[config.mk]
export PLATFORM = sky130hd
export DESIGN_NAME = cap_timer
export DESIGN_NICKNAME = d
export VERILOG_FILES = /design/src/rtl/cap_timer_pkg.sv /design/src/rtl/cap_counter.sv /design/src/rtl/cap_edge_det.sv /design/src/rtl/cap_timer.sv
export SDC_FILE = /design/constraint.sdc
export NUM_CORES = 1
export LEC_CHECK = 0
export BUFFER_PORTS_ARGS = -buffer_cell sky130_fd_sc_hd__buf_2
export CAP_MARGIN = 20
export CORE_AREA = 4 4 138 140
export DETAILED_ROUTE_END_ITERATION = 8
export DIE_AREA = 0 0 142 144
export GPL_ROUTABILITY_DRIVEN = 0
export PLACE_DENSITY = 0.75
export RECOVER_POWER = 25
export SYNTH_ARGS = -nofsm -noshare
export SYNTH_HDL_FRONTEND = slang
export SYNTH_SLANG_ARGS = --single-unit
[constraint.sdc]
create_clock -name clk -period 2.2 [get_ports clk]
set_input_delay 0.22 -clock clk [delete_from_list [all_inputs] [get_ports clk]]
set_output_delay 0.22 -clock clk [all_outputs]
set_load 0.02 [all_outputs]
[src/rtl/cap_timer_pkg.sv]
package cap_timer_pkg;
    localparam int ADDR_W = 4;

    // register addresses
    localparam logic [ADDR_W-1:0] A_COUNT = 4'h0;
    localparam logic [ADDR_W-1:0] A_MODE  = 4'h1;
    localparam logic [ADDR_W-1:0] A_EDGE  = 4'h2;
    localparam logic [ADDR_W-1:0] A_IEN   = 4'h3;
    localparam logic [ADDR_W-1:0] A_CFLG  = 4'h4;
    localparam logic [ADDR_W-1:0] A_OFLG  = 4'h5;
    localparam logic [ADDR_W-1:0] A_OEN   = 4'h6;
    localparam logic [ADDR_W-1:0] A_CAP0  = 4'h8;

    // bit positions inside a channel's 2-bit edge field
    localparam int EDGE_RISE_BIT = 0;
    localparam int EDGE_FALL_BIT = 1;
endpackage

[src/rtl/cap_counter.sv]
module cap_counter #(
    parameter int CNT_W = 16
) (
    input  logic             clk,
    input  logic             rst_n,
    output logic [CNT_W-1:0] count_o,
    output logic             wrap_o
);
    logic [CNT_W-1:0] cnt_d, cnt_q;

    always_comb begin
        cnt_d = cnt_q + {{(CNT_W-1){1'b0}}, 1'b1};
    end

    always_ff @(posedge clk or negedge rst_n) begin
        if (!rst_n) cnt_q <= '0;
        else        cnt_q <= cnt_d;
    end

    assign count_o = cnt_q;
    // high in the cycle whose closing edge rolls the count to zero
    assign wrap_o  = &cnt_q;
endmodule

[src/rtl/cap_edge_det.sv]
module cap_edge_det import cap_timer_pkg::*; #(
    parameter int NUM_CH = 8
) (
    input  logic                  clk,
    input  logic                  rst_n,
    input  logic [NUM_CH-1:0]     pin_i,
    input  logic [2*NUM_CH-1:0]   sel_i,
    output logic [NUM_CH-1:0]     hit_o
);
    typedef struct packed {
        logic [NUM_CH-1:0] s1;
        logic [NUM_CH-1:0] s2;
        logic [NUM_CH-1:0] prev;
    } sync_t;

    sync_t st_d, st_q;

    always_comb begin
        st_d      = st_q;
        st_d.s1   = pin_i;
        st_d.s2   = st_q.s1;
        st_d.prev = st_q.s2;
    end

    always_ff @(posedge clk or negedge rst_n) begin
        if (!rst_n) st_q <= '0;
        else        st_q <= st_d;
    end

    for (genvar g = 0; g < NUM_CH; g++) begin : g_ch
        logic rise, fall;
        assign rise     = st_q.s2[g] & ~st_q.prev[g];
        assign fall     = ~st_q.s2[g] & st_q.prev[g];
        assign hit_o[g] = (sel_i[2*g+EDGE_RISE_BIT] & rise)
                        | (sel_i[2*g+EDGE_FALL_BIT] & fall);
    end
endmodule

[src/rtl/cap_timer.sv]
module cap_timer import cap_timer_pkg::*; #(
    parameter int NUM_CH = 8,
    parameter int CNT_W  = 16
) (
    input  logic              clk,
    input  logic              rst_n,
    input  logic [NUM_CH-1:0] cap_pin,
    input  logic              bus_we,
    input  logic [ADDR_W-1:0] bus_addr,
    input  logic [CNT_W-1:0]  bus_wdata,
    output logic [CNT_W-1:0]  bus_rdata,
    output logic [NUM_CH-1:0] cap_irq,
    output logic              ovf_irq
);
    typedef struct packed {
        logic [NUM_CH-1:0]            mode;
        logic [2*NUM_CH-1:0]          edge_sel;
        logic [NUM_CH-1:0]            irq_en;
        logic [NUM_CH-1:0]            cap_flag;
        logic                         ovf_flag;
        logic                         ovf_en;
        logic [NUM_CH-1:0][CNT_W-1:0] cap;
    } regs_t;

    regs_t             st_d, st_q;
    logic [CNT_W-1:0]  count;
    logic              wrap;
    logic [NUM_CH-1:0] hit;
    logic [NUM_CH-1:0] take;
    logic [NUM_CH-1:0] clr_cap;
    logic              clr_ovf;

    cap_counter #(.CNT_W(CNT_W)) u_cnt (
        .clk     (clk),
        .rst_n   (rst_n),
        .count_o (count),
        .wrap_o  (wrap)
    );

    cap_edge_det #(.NUM_CH(NUM_CH)) u_edge (
        .clk   (clk),
        .rst_n (rst_n),
        .pin_i (cap_pin),
        .sel_i (st_q.edge_sel),
        .hit_o (hit)
    );

    // a channel owned by the compare side never captures
    assign take = hit & ~st_q.mode;

    always_comb begin
        st_d    = st_q;
        clr_cap = '0;
        clr_ovf = 1'b0;
        if (bus_we) begin
            case (bus_addr)
                A_MODE: st_d.mode     = bus_wdata[NUM_CH-1:0];
                A_EDGE: st_d.edge_sel = bus_wdata[2*NUM_CH-1:0];
                A_IEN:  st_d.irq_en   = bus_wdata[NUM_CH-1:0];
                A_CFLG: clr_cap       = bus_wdata[NUM_CH-1:0];
                A_OFLG: clr_ovf       = bus_wdata[0];
                A_OEN:  st_d.ovf_en   = bus_wdata[0];
                default: ;
            endcase
        end
        // new events take priority over a same-cycle clear
        st_d.cap_flag = (st_q.cap_flag & ~clr_cap) | take;
        st_d.ovf_flag = (st_q.ovf_flag & ~clr_ovf) | wrap;
        for (int i = 0; i < NUM_CH; i++) begin
            if (take[i]) st_d.cap[i] = count;
        end
    end

    always_ff @(posedge clk or negedge rst_n) begin
        if (!rst_n) st_q <= '0;
        else        st_q <= st_d;
    end

    always_comb begin
        bus_rdata = '0;
        case (bus_addr)
            A_COUNT: bus_rdata = count;
            A_MODE:  bus_rdata = CNT_W'(st_q.mode);
            A_EDGE:  bus_rdata = CNT_W'(st_q.edge_sel);
            A_IEN:   bus_rdata = CNT_W'(st_q.irq_en);
            A_CFLG:  bus_rdata = CNT_W'(st_q.cap_flag);
            A_OFLG:  bus_rdata = CNT_W'(st_q.ovf_flag);
            A_OEN:   bus_rdata = CNT_W'(st_q.ovf_en);
            default: begin
                for (int i = 0; i < NUM_CH; i++) begin
                    if (bus_addr == A_CAP0 + ADDR_W'(i)) bus_rdata = st_q.cap[i];
                end
            end
        endcase
    end

    assign cap_irq = st_q.cap_flag & st_q.irq_en;
    assign ovf_irq = st_q.ovf_flag & st_q.ovf_en;
endmodule


# --- After elaboration in Yosys (flattened, before gate mapping) ---
# Cells that the tools add are included.
totals:
  register_bits: 210
  in_bits: 31
classes:
  n_addsub: 1
  eq_ne: 14
  mux: 13
  bitwise: 66
  n_reduce_logical: 6
op_table:
  columns: ["cell", "n"]
  rows:
  - ["16-bit 2-to-1 mux", 8]
  - ["16-bit case mux with 7 select lines", 1]
  - ["1-bit AND", 34]
  - ["4-bit == test (second input constant)", 8]
  - ["8-bit AND", 3]
  - ["1-bit NOT", 17]
  - ["16-bit by 1-bit adder with 16-bit output (second input constant)", 1]
  - ["8-bit 2-to-1 mux", 2]
  - ["8-bit NOT", 2]
  - ["16-bit AND reduction", 1]
  - ["4-bit by 3-bit == test with 1-bit output (second input constant)", 3]
  - ["1-bit bitwise OR", 9]
  - ["4-bit by 2-bit == test with 1-bit output (second input constant)", 2]
  - ["8-bit bitwise OR", 1]
  - ["2-bit AND reduction", 4]
  - ["4-bit by 1-bit == test with 1-bit output (second input constant)", 1]
  - ["4-bit logical NOT", 1]
  - ["1-bit 2-to-1 mux", 2]

# --- Depth between registers and ports, before layout ---
depth:
  word_depth: 10
  mapped_depth: 8
  ltp_nobuf: 5

# --- Modules after synthesis ---
# Synthesis repeated with hierarchy kept, for this count alone.
unflattened:
  cells_unflattened: 705
  area_unflattened_um2: 9725.6
modules_own_cells:
  columns: ["mod", "instances", "cells_each", "area_each_um2", "seq_area_each_um2"]
  rows:
  - ["cap_timer", 1, 597, 8257.9, 4254.1]
  - ["cap_edge_det", 1, 48, 760.7, 600.6]
  - ["cap_counter", 1, 60, 706.9, 400.4]

# --- Least setup slack after synthesis ---
# OpenSTA, ideal clock, no wires.
synth_timing:
  path_kind: "input to output"
  startpoint: "in bus_addr[0]"
  endpoint: "out bus_rdata[0]"
  t_arrival_ns: 1.512
  required_time_ns: 1.980
  path_slack_ns: 0.468
  stages: 6
  path_cell_list: "buf_6 -> buf_12 -> and2b_4 -> buf_6 -> a221o_1 -> a31oi_1"
synth_between:
  elab_chain_len: 10
  word_cells_on_any_way: 24
  classes_between: "eq/ne (14); mux (9); reduce/logical (1)"
synth_lines:
  columns: ["element", "line", "rtl"]
  rows:
  - ["start: declaration", "cap_timer.sv:9", "input logic [ADDR_W-1:0] bus_addr,"]
  - ["4-bit == test", "cap_timer.sv:91", "if (bus_addr == A_CAP0 + ADDR_W'(i)) bus_rdata = st_q.cap[i];"]
  - ["16-bit 2-to-1 mux (8 in a row)", "cap_timer.sv:91", null]
  - ["16-bit case mux with 7 select lines (*)", "cap_timer.sv:81", "case (bus_addr)"]
  - ["end: declaration", "cap_timer.sv:11", "output logic [CNT_W-1:0] bus_rdata,"]
# Mark *: on every way between the ends. The rest lies on a longest branch, timed or not.

# --- Final worst setup path ---
layout_timing:
  startpoint: "reg st_q[142] (netlist bit)"
  endpoint: "out bus_rdata[4]"
layout_between:
  elab_chain_len: 1
layout_lines:
  columns: ["element", "line", "rtl"]
  rows:
  - ["start: declaration", "cap_timer.sv:25", "regs_t st_d, st_q;"]
  - ["start signal: assignment", "cap_timer.sv:76", "else st_q <= st_d;"]
  - ["16-bit case mux with 7 select lines", "cap_timer.sv:81", null]
# No other way between the ends.

==> results.py <==
metrics = {
    "outcome": {
        "run_status": "complete, but fails checks",
        "violations": "capacitance limit, slew limit, setup timing",
    },
    "sta": {
        "setup_violations": 2,
        "slew_headroom": -0.04007,
        "tns_ns": -0.01721,
        "worst_pin_slew_ns": 1.560,
        "rsz0062_at_grt": "yes",
        "clock_skew_ns": 0.01355,
        "timing.final.ws_setup_ns": -0.009064,
        "fmax_ghz": 0.4527,
        "min_period_ns": 2.209,
        "post-route-period-util": 1.004,
        "report.final.slew_viol_count": 62,
        "finalHoldViolCount": 0,
    },
    "die": {
        "die_w_microns": 142,
        "die_h_microns": 144,
        "die-area_sq_um": 20450,
        "num_rows": 49,
        "coreArea_sq_um": 17840,
        "pin_count": 56,
        "start_util": 0.5441,
    },
    "clocking": {
        "insertion_delay_ns": 0.50,
        "clkTransAtPathRegs_ns": 0.06,
        "ctsRootBufferMaster": "clkbuf_16",
        "cts_tree": "done",
        "h-tree-depth": 1,
        "clock_sinks": 210,
        "clock_path_buffers": 3,
        "numCtsBuffers": 22,
    },
    "final_layout": {
        "layout-drive-gt1-share": 0.3938,
        "syn_to_final_growth_pct": 17.76,
        "nets": 882,
        "antenna_cells": 0,
        "design_area_sq_um": 11430,
        "final_cells": 1095,
    },
    "worst_setup_path": {
        "r2r_start": "u_cnt.count_o[0]",
        "timing.rr.end": "u_cnt.count_o[15]",
        "ff2ff_path_depth": 5,
        "path_cells": "mux4_2 -> a221oi_4 -> o21ai_1 -> buf_2",
        "critPathRequiredTime_ns": 1.98,
        "crit_start": "st_q[142]",
        "critPathMaxStageDelay_ns": 0.52,
        "cp_max_fo": 3,
        "r2r_slack_ns": 0.03,
        "critPathCapture": "bus_rdata[4]",
        "crit_arrival_ns": 1.99,
        "cp_slowest_cell": "mux4_2",
        "criticalPathCategory": "flip-flop to output pin",
        "endpoint_kind": "output pin",
        "crit_path_start_kind": "flip-flop",
    },
    "logic_synthesis": {
        "syn_nets": 787,
        "yosysUniqueCellTypes": 54,
        "syn_inst": 755,
        "yosysMostFrequentCell": "dfrtp_1",
        "synth_commonest_cells": "dfrtp_1 (210), mux2_2 (145), nor2_1 (50)",
        "synthArstFlopShare": 1.000,
        "avgSynthCellArea_sq_um": 12.86,
        "yosysSeqAreaShare": 0.5414,
        "synth_top_area_cell": "dfrtp_1",
        "synth_top_area_share": 0.5414,
        "synth-edff-count": 0,
        "synth_seq_cells": 210,
        "yosys_warnings": 0,
        "synthFlopType": "dfrtp_1",
        "synth_area_leaders": "dfrtp_1 (54%), mux2_2 (17%), mux4_2 (3.9%)",
        "synth_area_sq_um": 9707,
    },
    "placed_design": {
        "placed_cells": 1027,
        "place_area_sq_um": 10330,
        "place_hpwl_mm": 16.17,
        "post-place-ws_ns": 0.1058,
        "portBuffers": 55,
    },
    "routing": {
        "wl_per_cell_microns": 22.16,
        "dr.first_iter.drc_count": 578,
        "firstDrtPassIters": 7,
        "vias": 6499,
        "antenna_left": 0,
        "post_drt_via_cell_ratio": 5.935,
        "route.detailed.drc": 0,
        "wirelength_mm": 24.27,
    },
    "grt": {
        "antenna_found_initial": 0,
        "grtUsageTotal": 0.2451,
        "first_global_vias": 7089,
        "grt-ovfl-total": 0,
        "grt_pass1_wl_mm": 39.39,
        "grt_max_degree": 64,
    },
    "pwr": {
        "p_leak_nw": 5.149,
        "power_per_cell_area_nw_per_um2": 932.4,
        "power_mw": 10.66,
        "worst_ir_drop_vdd_mv": 0.8276,
    },
    "worst_hold_path": {
        "min_path_type": "input pin to flip-flop",
    },
    "run": {
        "drv_cap": 1,
    },
}
[timing repair]
action                     CTS  global route
hold buffers                18             0
pin swaps                    5             1
hold endpoints to repair    77             0
resized for setup           18            10
setup endpoints to repair    8            14
buffers inserted             6             4
[metrics by stage]
step                      hold slack (ns)  utilization
after floorplan                  -0.07559            -
after global placement             0.2392       0.5789
after detailed placement           0.2446       0.5789
after CTS                       0.0002611       0.6383
after global routing              0.01065       0.6407
final                             0.01257       0.6407
[cells in the final DEF, fill, tap and decap left out, types with 18 or more instances in the layout]
master,instances
a21oi_1,24
nor2_1,48
buf_2,52
buf_4,49
clkbuf_16,23
dfrtp_1,202
dlygate4sd3_1,18
nand2_1,32
mux2i_1,30
o21ai_0,26
mux2_2,145
[state kept, by name (all words and copies together) (netlist names)]
name           cells
st_q             170
u_edge.st_d       16
u_cnt.count_o     16
u_edge.st_q        8
[final cells by class]
| type | instances | area [sq um] |
|---|---|---|
| Timing Repair Buffer | 126 | 908.4 |
| Tap cell | 229 | 286.5 |
| Clock inverter | 6 | 105.1 |
| Inverter | 11 | 41.29 |
| Sequential cell | 210 | 5265 |
| Clock buffer | 34 | 666.9 |
| Fill cell | 1258 | 6410 |
| Multi-Input combinational cell | 479 | 4158 |
[how the worst min path moves through the flow]
stage,start,to,slack [ns],cells after the start
3_3_place_gp,rst_n,u_edge.st_d[9],0.24,1
2_1_floorplan,rst_n,st_q[0],-0.08,0
6_report,bus_wdata[2],st_q[140],0.01,2
5_1_grt,bus_wdata[2],st_q[164],0.01,2
3_5_place_dp,rst_n,u_edge.st_q[2],0.24,1
4_1_cts,bus_wdata[7],st_q[153],0.0003,2
[report_power, final]
| part | total (mW) | internal (mW) | switching, mW |
|---|---|---|---|
| Clock | 3.89 | 2.43 | 1.45 |
| Sequential | 4.90 | 4.46 | 0.433 |
| Combinational | 1.88 | 0.960 | 0.916 |
| Total | 10.7 | 7.86 | 2.80 |
[metal layers]
| metal | global-route usage | share of wire | wire length (microns) | vias to the layer above |
|---|---|---|---|---|
| li1 | - | - | - | 2884 |
| met1 | 0.3373 | 0.43 | 10350 | 3344 |
| met2 | 0.4025 | 0.50 | 12010 | 232 |
| met3 | 0.04563 | 0.059 | 1442 | 39 |
| met4 | 0.07172 | 0.019 | 455 | 0 |
| met5 | 0 | 0 | 0 | - |
[cell families (layout without fill, tap and decap cells)]
kind of cell	Yosys count	count (layout)	share of synthesized area
flip-flops	210	210	0.5414
multiplexers	201	201	0.2490
AND/OR/NAND/NOR	161	161	0.08778
AO/OA/AOI/OAI	102	102	0.06883
buffers and inverters	66	177	0.03906
XOR/XNOR	14	14	0.01263
adder cells (fa/ha/maj)	1	1	0.001289
[critical path: cells and delay by family, from the launching register on]
family | cells | cell delay, ns
mux | 1 | 0.52
flops | 1 | 0.41
compound gates | 2 | 0.39
buf+inv | 1 | 0.17
No activity file was read; power rests on OpenSTA's default activity.
